$ cat src/rtl/async_char_rx_pkg.sv
package async_char_rx_pkg;
    typedef enum logic [2:0] {
        RX_IDLE,
        RX_START,
        RX_DATA,
        RX_PARITY,
        RX_STOP,
        RX_WAIT_HIGH
    } rx_state_e;

    localparam logic [1:0] PAR_NONE = 2'd0;
    localparam logic [1:0] PAR_ODD  = 2'd1;
    localparam logic [1:0] PAR_EVEN = 2'd2;
endpackage

$ cat src/rtl/rx_line_sync.sv
module rx_line_sync #(
    parameter int STAGES = 2
) (
    input  logic clk,
    input  logic rst_n,
    input  logic din,
    output logic dout
);
    logic [STAGES-1:0] sync_d, sync_q;

    generate
        if (STAGES == 1) begin : g_single
            always_comb sync_d = din;
        end else begin : g_chain
            always_comb sync_d = {sync_q[STAGES-2:0], din};
        end
    endgenerate

    always_ff @(posedge clk or negedge rst_n) begin
        if (!rst_n) sync_q <= '1;
        else        sync_q <= sync_d;
    end

    assign dout = sync_q[STAGES-1];
endmodule

$ cat src/rtl/rx_frame_fsm.sv
module rx_frame_fsm
    import async_char_rx_pkg::*;
#(
    parameter int OSR  = 16,
    parameter int MINW = 5,
    parameter int MAXW = 8
) (
    input  logic            clk,
    input  logic            rst_n,
    input  logic            tick,
    input  logic            line,
    input  logic [1:0]      cfg_len,
    input  logic [1:0]      cfg_par,
    output logic            done,
    output logic [MAXW-1:0] word,
    output logic            par_err,
    output logic            frm_err
);
    localparam int HALF = OSR / 2;
    localparam int CW   = $clog2(OSR);
    localparam int IW   = $clog2(MAXW);
    localparam int NW   = $clog2(MAXW + 1);

    typedef struct packed {
        rx_state_e       st;
        logic [CW-1:0]   cnt;
        logic [IW-1:0]   idx;
        logic [MAXW-1:0] sh;
        logic            px;
        logic            perr;
        logic            ferr;
        logic            done;
    } fsm_t;

    fsm_t r_q, r_d;

    logic [NW-1:0] nbits;
    logic [IW-1:0] last_idx;
    logic          par_en;
    logic          full_bit;

    always_comb begin
        nbits    = NW'(MINW) + NW'(cfg_len);
        last_idx = IW'(nbits - NW'(1));
        par_en   = (cfg_par == PAR_ODD) || (cfg_par == PAR_EVEN);
        full_bit = (r_q.cnt == CW'(OSR - 1));
    end

    always_comb begin
        r_d      = r_q;
        r_d.done = 1'b0;
        if (tick) begin
            case (r_q.st)
                RX_IDLE: begin
                    if (!line) begin
                        r_d.st  = RX_START;
                        r_d.cnt = CW'(1);
                    end
                end
                RX_START: begin
                    if (line) begin
                        r_d.st = RX_IDLE;
                    end else if (r_q.cnt == CW'(HALF - 1)) begin
                        r_d.st   = RX_DATA;
                        r_d.cnt  = '0;
                        r_d.idx  = '0;
                        r_d.sh   = '0;
                        r_d.px   = 1'b0;
                        r_d.perr = 1'b0;
                        r_d.ferr = 1'b0;
                    end else begin
                        r_d.cnt = r_q.cnt + CW'(1);
                    end
                end
                RX_DATA: begin
                    if (full_bit) begin
                        r_d.cnt = '0;
                        r_d.sh  = {line, r_q.sh[MAXW-1:1]};
                        r_d.px  = r_q.px ^ line;
                        if (r_q.idx == last_idx) begin
                            r_d.st = par_en ? RX_PARITY : RX_STOP;
                        end else begin
                            r_d.idx = r_q.idx + IW'(1);
                        end
                    end else begin
                        r_d.cnt = r_q.cnt + CW'(1);
                    end
                end
                RX_PARITY: begin
                    if (full_bit) begin
                        r_d.cnt = '0;
                        if (cfg_par == PAR_ODD) r_d.perr = ~(r_q.px ^ line);
                        else                    r_d.perr = r_q.px ^ line;
                        r_d.st = RX_STOP;
                    end else begin
                        r_d.cnt = r_q.cnt + CW'(1);
                    end
                end
                RX_STOP: begin
                    if (full_bit) begin
                        r_d.cnt  = '0;
                        r_d.done = 1'b1;
                        r_d.ferr = ~line;
                        r_d.st   = line ? RX_IDLE : RX_WAIT_HIGH;
                    end else begin
                        r_d.cnt = r_q.cnt + CW'(1);
                    end
                end
                RX_WAIT_HIGH: begin
                    if (line) r_d.st = RX_IDLE;
                end
                default: r_d.st = RX_IDLE;
            endcase
        end
    end

    always_ff @(posedge clk or negedge rst_n) begin
        if (!rst_n) begin
            r_q      <= '0;
            r_q.st   <= RX_IDLE;
        end else begin
            r_q <= r_d;
        end
    end

    always_comb begin
        done    = r_q.done;
        word    = r_q.sh >> (NW'(MAXW) - nbits);
        par_err = r_q.perr;
        frm_err = r_q.ferr;
    end
endmodule

$ cat src/rtl/rx_hold_reg.sv
module rx_hold_reg #(
    parameter int MAXW = 8
) (
    input  logic            clk,
    input  logic            rst_n,
    input  logic            done,
    input  logic [MAXW-1:0] word,
    input  logic            par_err,
    input  logic            frm_err,
    input  logic            rd_ack,
    output logic [MAXW-1:0] data,
    output logic            valid,
    output logic            fe,
    output logic            pe,
    output logic            ov
);
    typedef struct packed {
        logic [MAXW-1:0] data;
        logic            valid;
        logic            fe;
        logic            pe;
        logic            ov;
    } hold_t;

    hold_t h_q, h_d;

    always_comb begin
        h_d = h_q;
        if (rd_ack) h_d.valid = 1'b0;
        if (done) begin
            h_d.data  = word;
            h_d.valid = 1'b1;
            h_d.fe    = frm_err;
            h_d.pe    = par_err;
            h_d.ov    = h_q.valid & ~rd_ack;
        end
    end

    always_ff @(posedge clk or negedge rst_n) begin
        if (!rst_n) h_q <= '0;
        else        h_q <= h_d;
    end

    assign data  = h_q.data;
    assign valid = h_q.valid;
    assign fe    = h_q.fe;
    assign pe    = h_q.pe;
    assign ov    = h_q.ov;
endmodule

$ cat src/rtl/async_char_rx.sv
module async_char_rx #(
    parameter int OSR         = 16,
    parameter int MINW        = 5,
    parameter int MAXW        = 8,
    parameter int SYNC_STAGES = 2
) (
    input  logic            clk,
    input  logic            rst_n,
    input  logic            tick,
    input  logic            rxd,
    input  logic [1:0]      cfg_len,
    input  logic [1:0]      cfg_par,
    input  logic            rd_ack,
    output logic [MAXW-1:0] rx_data,
    output logic            rx_valid,
    output logic            rx_frame_err,
    output logic            rx_par_err,
    output logic            rx_overrun
);
    logic            line_s;
    logic            fsm_done;
    logic [MAXW-1:0] fsm_word;
    logic            fsm_perr;
    logic            fsm_ferr;

    rx_line_sync #(.STAGES(SYNC_STAGES)) u_sync (
        .clk  (clk),
        .rst_n(rst_n),
        .din  (rxd),
        .dout (line_s)
    );

    rx_frame_fsm #(.OSR(OSR), .MINW(MINW), .MAXW(MAXW)) u_fsm (
        .clk    (clk),
        .rst_n  (rst_n),
        .tick   (tick),
        .line   (line_s),
        .cfg_len(cfg_len),
        .cfg_par(cfg_par),
        .done   (fsm_done),
        .word   (fsm_word),
        .par_err(fsm_perr),
        .frm_err(fsm_ferr)
    );

    rx_hold_reg #(.MAXW(MAXW)) u_hold (
        .clk    (clk),
        .rst_n  (rst_n),
        .done   (fsm_done),
        .word   (fsm_word),
        .par_err(fsm_perr),
        .frm_err(fsm_ferr),
        .rd_ack (rd_ack),
        .data   (rx_data),
        .valid  (rx_valid),
        .fe     (rx_frame_err),
        .pe     (rx_par_err),
        .ov     (rx_overrun)
    );
endmodule

$ cat config.mk
export PLATFORM = sky130hd
export DESIGN_NAME = async_char_rx
export DESIGN_NICKNAME = d
export VERILOG_FILES = /design/src/rtl/async_char_rx_pkg.sv /design/src/rtl/rx_line_sync.sv /design/src/rtl/rx_frame_fsm.sv /design/src/rtl/rx_hold_reg.sv /design/src/rtl/async_char_rx.sv
export SDC_FILE = /design/constraint.sdc
export NUM_CORES = 1
export LEC_CHECK = 0
export BUFFER_PORTS_ARGS = -buffer_cell sky130_fd_sc_hd__buf_2
export CORE_MARGIN = 3
export CORE_UTILIZATION = 57
export CTS_CLUSTER_SIZE = 14
export DETAILED_ROUTE_END_ITERATION = 10
export HOLD_SLACK_MARGIN = 0.06
export PLACE_DENSITY = 0.77
export SYNTH_ARGS = -nofsm -noshare
export SYNTH_HDL_FRONTEND = slang
export SYNTH_HIERARCHICAL = 1
export SYNTH_SLANG_ARGS = --single-unit
$ cat constraint.sdc
create_clock -name clk -period 2.1 [get_ports clk]
set_input_delay 0.21 -clock clk [delete_from_list [all_inputs] [get_ports clk]]
set_output_delay 0.21 -clock clk [all_outputs]
set_load 0.01 [all_outputs]
Word-level counts from Yosys, hierarchy flattened

Index checks and enable logic that the tools add are counted.

Output and inout bits: 12
Memories kept: 0
Bits in registers: 36
Memory bits (read-only): 0
RAM bits: 0
Word-level logic and storage cells: 87
Latch bits: 0
Bits of input ports: 9

Muxes and demuxes: 28
Div/mod/pow operators: 0
$add $sub $neg: 5
Multiply operators: 0
Equality and inequality tests: 20
Bitwise operators: 5
Shift-type cells: 1
Reductions and logical operators: 14
$lt $le $gt $ge: 0

Operators by type and width:

| kind                  | number |
|---|---|
| $mux W3               | 10 |
| $pmux W12 S2          | 1 |
| $mux W18              | 1 |
| $pmux W3 S6           | 1 |
| $reduce_and A5 Y1     | 3 |
| $mux W14              | 1 |
| $mux W12              | 1 |
| $mux W4               | 3 |
| $pmux W4 S3           | 1 |
| $ne A2 B1 Y1 const B  | 5 |
| $ne A2 B2 Y1 const B  | 4 |
| $reduce_and A8 Y1     | 1 |
| $reduce_bool A2 Y1    | 4 |
| $shr A8 B4 Y8         | 1 |
| $mux W7               | 1 |
| $eq A3 B2 Y1 const B  | 2 |
| $eq A3 B3 Y1 const B  | 2 |
| $reduce_and A6 Y1     | 1 |
| $mux W1               | 5 |
| $add A3 B2 Y4 const A | 1 |
| $add A4 B1 Y4 const B | 1 |
| $eq A4 B3 Y1 const B  | 1 |
| $eq A4 B4 Y1 const B  | 1 |
| $pmux W1 S2           | 2 |
| other kinds (17)      | 19 |

Depth between registers and ports, before layout

Depth in word-level cells: 6
Gate-level depth with buffers: 6
Depth with buffers taken out: 6

By module

The synthesis kept the hierarchy.

Modules (own cells, without submodules):

| module       | times used | sequential area each (um2) | area an instance (um2) | cells an instance |
|---|---|---|---|---|
| rx_frame_fsm | 1          | 550.5                      | 1,511.4                | 148 |
| rx_hold_reg  | 1          | 300.3                      | 481.7                  | 27 |
| rx_line_sync | 1          | 52.6                       | 52.6                   | 2 |

Worst setup path after synthesis

Ideal clock, no wire load.

Kind: register to register
Start point: register u_sync.sync_q[1]
End point: register u_fsm/r_q[19] (netlist bit)
Stages on the path, launching flop included: 6
Setup time: 0.128 ns
Data required time: 1.972 ns
Path buffers: 1
Clock period less this slack: 1.629 ns
Data arrival time: 1.501 ns
Path slack: 0.471 ns
Cells stage by stage: dfstp_2 > buf_2 > and2_1 > o311ai_1 > a2bb2oi_1 > mux2_1

Longest elaborated chain between the ends: 3
Elaborated cells between the ends (all ways): 8
Those cells by class: 3 x eq/ne; 4 x mux; 1 x reduce/logical

RTL lines:

| item                   | line                | RTL |
|---|---|---|
| start, declared        | rx_line_sync.sv:9   | `logic [STAGES-1:0] sync_d, sync_q;` |
| start signal, assigned | rx_line_sync.sv:21  | `else sync_q <= sync_d;` |
| $mux W3                | rx_frame_fsm.sv:104 | `r_d.st = line ? RX_IDLE : RX_WAIT_HIGH;` |
| $mux W3                | rx_frame_fsm.sv:100 | `if (full_bit) begin` |
| $pmux W3 S6            | rx_frame_fsm.sv:53  | `case (r_q.st)` |
| end signal, assigned   | rx_frame_fsm.sv:122 | `r_q <= r_d;` |
| end, declared          | rx_frame_fsm.sv:35  | `fsm_t r_q, r_d;` |

Parallel ways exist; a longest one is shown, timed or not. The select of a mux whose other input is x is not followed.
A chain may end at the register's enable or synchronous reset.

Final worst setup path

Start point: register u_fsm/r_q[20] (netlist bit)
End point: register u_fsm/r_q[14] (netlist bit)

Longest elaborated chain between the ends: 3
Elaborated cells between the ends (all ways): 9
Those cells by class: 6 x eq/ne; 1 x mux; 2 x reduce/logical

RTL lines:

| item                                                 | line |
|---|---|
| $eq A3 B2 Y1 or $eq A3 B1 Y1 (tied branches)         | rx_frame_fsm.sv:53 |
| $ne A2 B2 Y1 (no line), or another cell as far along | - |
| $reduce_and A6 Y1 (no line)                          | - |

Parallel ways exist; a longest one is shown, timed or not.

==> run metrics <==
status finished, final reports clean; vias in the first global route between 1000 and 1500; number of routed nets with antenna violations 0; post-synth net total 189; Register Area 903.4 sq um; Buf/Inv on CP 0; Worst Hold Launch rd_ack; WHS 0.2176 ns; H-tree levels 2; Layout fillers 239; Nets 209; Cell Rows 21; ant diodes 0; Critical Path Max Stage Delay 0.65 ns; Ports 21; Worst Clk Skew approximately 0.012 ns; RD Place Congestion a little under 0.9; R2R Path Start u_fsm/r_q[20]; Cells after Synth ~180; worst vdd ir 0.0006448 V; largest delay contributor family on the critical path compound AO/OA/AOI/OAI gates; GRT overflow 0; CP endpoint kind register; Yosys top cell by area dfrtp_1; Setup CP Type reg2reg; flip-flop and latch count after synthesis 36; die area 4343 sq um; initial antenna violation count 0; Post-Syn Area per Cell 11.56 sq um; Synth top area share 0.4159; # Max-Cap Violations 0; Fin Setup TNS 0 ns; final worst-path cycle share 0.9156; Slew Viols, Final 0; asr flop ratio synth 1.000; clock transition at the registers of the reported paths 0.10 ns; worst path cell trace or3b_4, a31oi_4, o211ai_2, a221o_1; global-route wire length before repair about 6600 microns; Slowest-stage cell, CP dfrtp_1; commonest cells after routing, fill and taps aside dfrtp_1 (34), buf_2 (20), nand2_1 (12); min Tclk post-route between 1.5 and 2 ns; Starting DRT DRC Count 128; crit-path max FO 17; post-synthesis cell area 2046 sq um; area of the multi-input gates 1064 sq um; worst endpoint required time 2.32 ns; Die Span Y 65.91 microns; Cell variety after synth 54; CP Launch Type register; Vias 1480; Post-CTS Setup Repair Bufs 0; final setup violation count 0; worst slew pin tran 0.7772 ns; DRC Markers 0; M1 GR Usage 0.2619; worst skew pair latency 0.33 ns; Area contributors post-synth dfrtp_1 (42%), mux2_4 (5.9%), a22o_1 (3.9%); CTS tree done; post-DP HPWL 2818 microns; main flop type after synthesis dfrtp_1; Post-synth EDFFs 0; Die X between 60 and 70 microns; total power draw 2.483 mW; Yosys Warn Count 6; Post-Route WL about 4000 microns; clk sink count 36; slew margin rel. 0.4819; DR vias/cell 6.066; core area 3390 sq um; met2 Use GR 0.3242; fraction of layout cells with a size suffix above 1 0.2828; Num CTS Buffers 5; DR WL/cell 16.20 microns; sequential share of the synthesized area 0.4416; critical path startpoint u_fsm/r_q[20]; Worst R2R Setup Slack ~0.18 ns; Hold Violations, Final 0; RSZ-0062 raised after global routing no; Leak 1.081 nW; Area growth, synth to finish 10.95%; total global-route track usage 0.2003; starting density of the core 0.6035; DP Worst Slack 0.2106 ns; final setup margin 0.1772 ns; HP Class in2reg; most common cell after layout, fill and taps aside dfrtp_1; Bufs on Longest Clock Path 2; I/O Buffers 20; f_max 520.1 MHz; clock root buffer clkbuf_4; TritonRoute pass-1 iters 4; CP Data Arrival Time 2.14 ns; gr busiest metal met2; largest net degree at the start of global routing 37; Power Density 1094 nW/um^2; met3 usage 0.04422
==> state kept, by name, summed over array words and instances, names as in the netlist <==
signal,count
u_hold/ov,1
u_hold/data,8
u_fsm/par_err,1
u_fsm/frm_err,1
u_hold/fe,1
u_hold/valid,1
u_fsm/r_q,19
u_sync/sync_q,2
u_hold/pe,1
u_fsm/done,1
==> through the flow <==
| step | std cells | area, sq um | util |
|---|---|---|---|
| after detailed placement | 234 | 2155 | 0.6357 |
| after global placement | 234 | 2155 | 0.6357 |
| final | 244 | 2270 | 0.6696 |
| after CTS | 244 | 2270 | 0.6696 |
| after global routing | 244 | 2270 | 0.6696 |
| after floorplan | 177 | 2046 | - |
==> final timing paths <==
kind                                     to  cells past startpoint
max in group asynchronous      u_hold/valid                      2
max reg2reg                   u_fsm/r_q[14]                      4
max                           u_fsm/r_q[14]                      4
min                            u_hold/valid                      3
min reg2reg                u_sync/sync_q[1]                      0
min in group asynchronous    u_hold/data[0]                      2
==> Yosys cell counts (4+ instances only) <==
master	instances
inv_1	8
mux2_4	8
a21oi_1	4
nand2_1	12
xnor2_1	5
a22o_1	9
dfrtp_1	34
and3_1	4
mux2_2	4
buf_2	6
mux2i_1	5
nor2_1	6
nor2b_1	6
nand3_1	5
==> worst min-delay path, cell delays in order <==
cell,delay (ns)
buf_2,0.10
inv_1,0.08
a21o_2,0.12
==> timing repair <==
action	CTS	global route
endpoints found under the setup margin	0	0
gates resized for setup	0	0
hold endpoints to repair	35	0
hold buffers	2	0
==> cell type report <==
| class | count | area share |
|---|---|---|
| flip-flops and latches | 36 | 0.3980 |
| clock inverters | 1 | 0.01323 |
| multi-input cells | 124 | 0.4686 |
| well taps | 46 | 0.02536 |
| clock buffers | 7 | 0.02867 |
| inverters | 8 | 0.01323 |
| repair buffers | 22 | 0.05292 |
==> routing by layer <==
metal  share of wire  wire, microns  up-vias
li1                -              -      696
met1            0.44           1753      744
met2            0.50           1988       34
met3           0.038            151        6
met4           0.015             59        0
met5               0              0        -
==> kinds of logic after synthesis <==
group	after synthesis	share of synthesized area
AND/OR/NAND/NOR	53	0.1596
AO/OA/AOI/OAI	42	0.1768
flip-flops	36	0.4416
multiplexers	21	0.1437
buffers and inverters	17	0.03853
XOR/XNOR	5	0.02141
adder cells (fa/ha/maj)	3	0.01835
==> power by group <==
group	switching [mW]	leakage [nW]	internal, mW
combinational	0.472	0.567	0.443
clock	0.219	0.0515	0.316
sequential	0.215	0.463	0.817
total	0.907	1.08	1.58
Note: power is estimated with default switching activity, not from simulation.
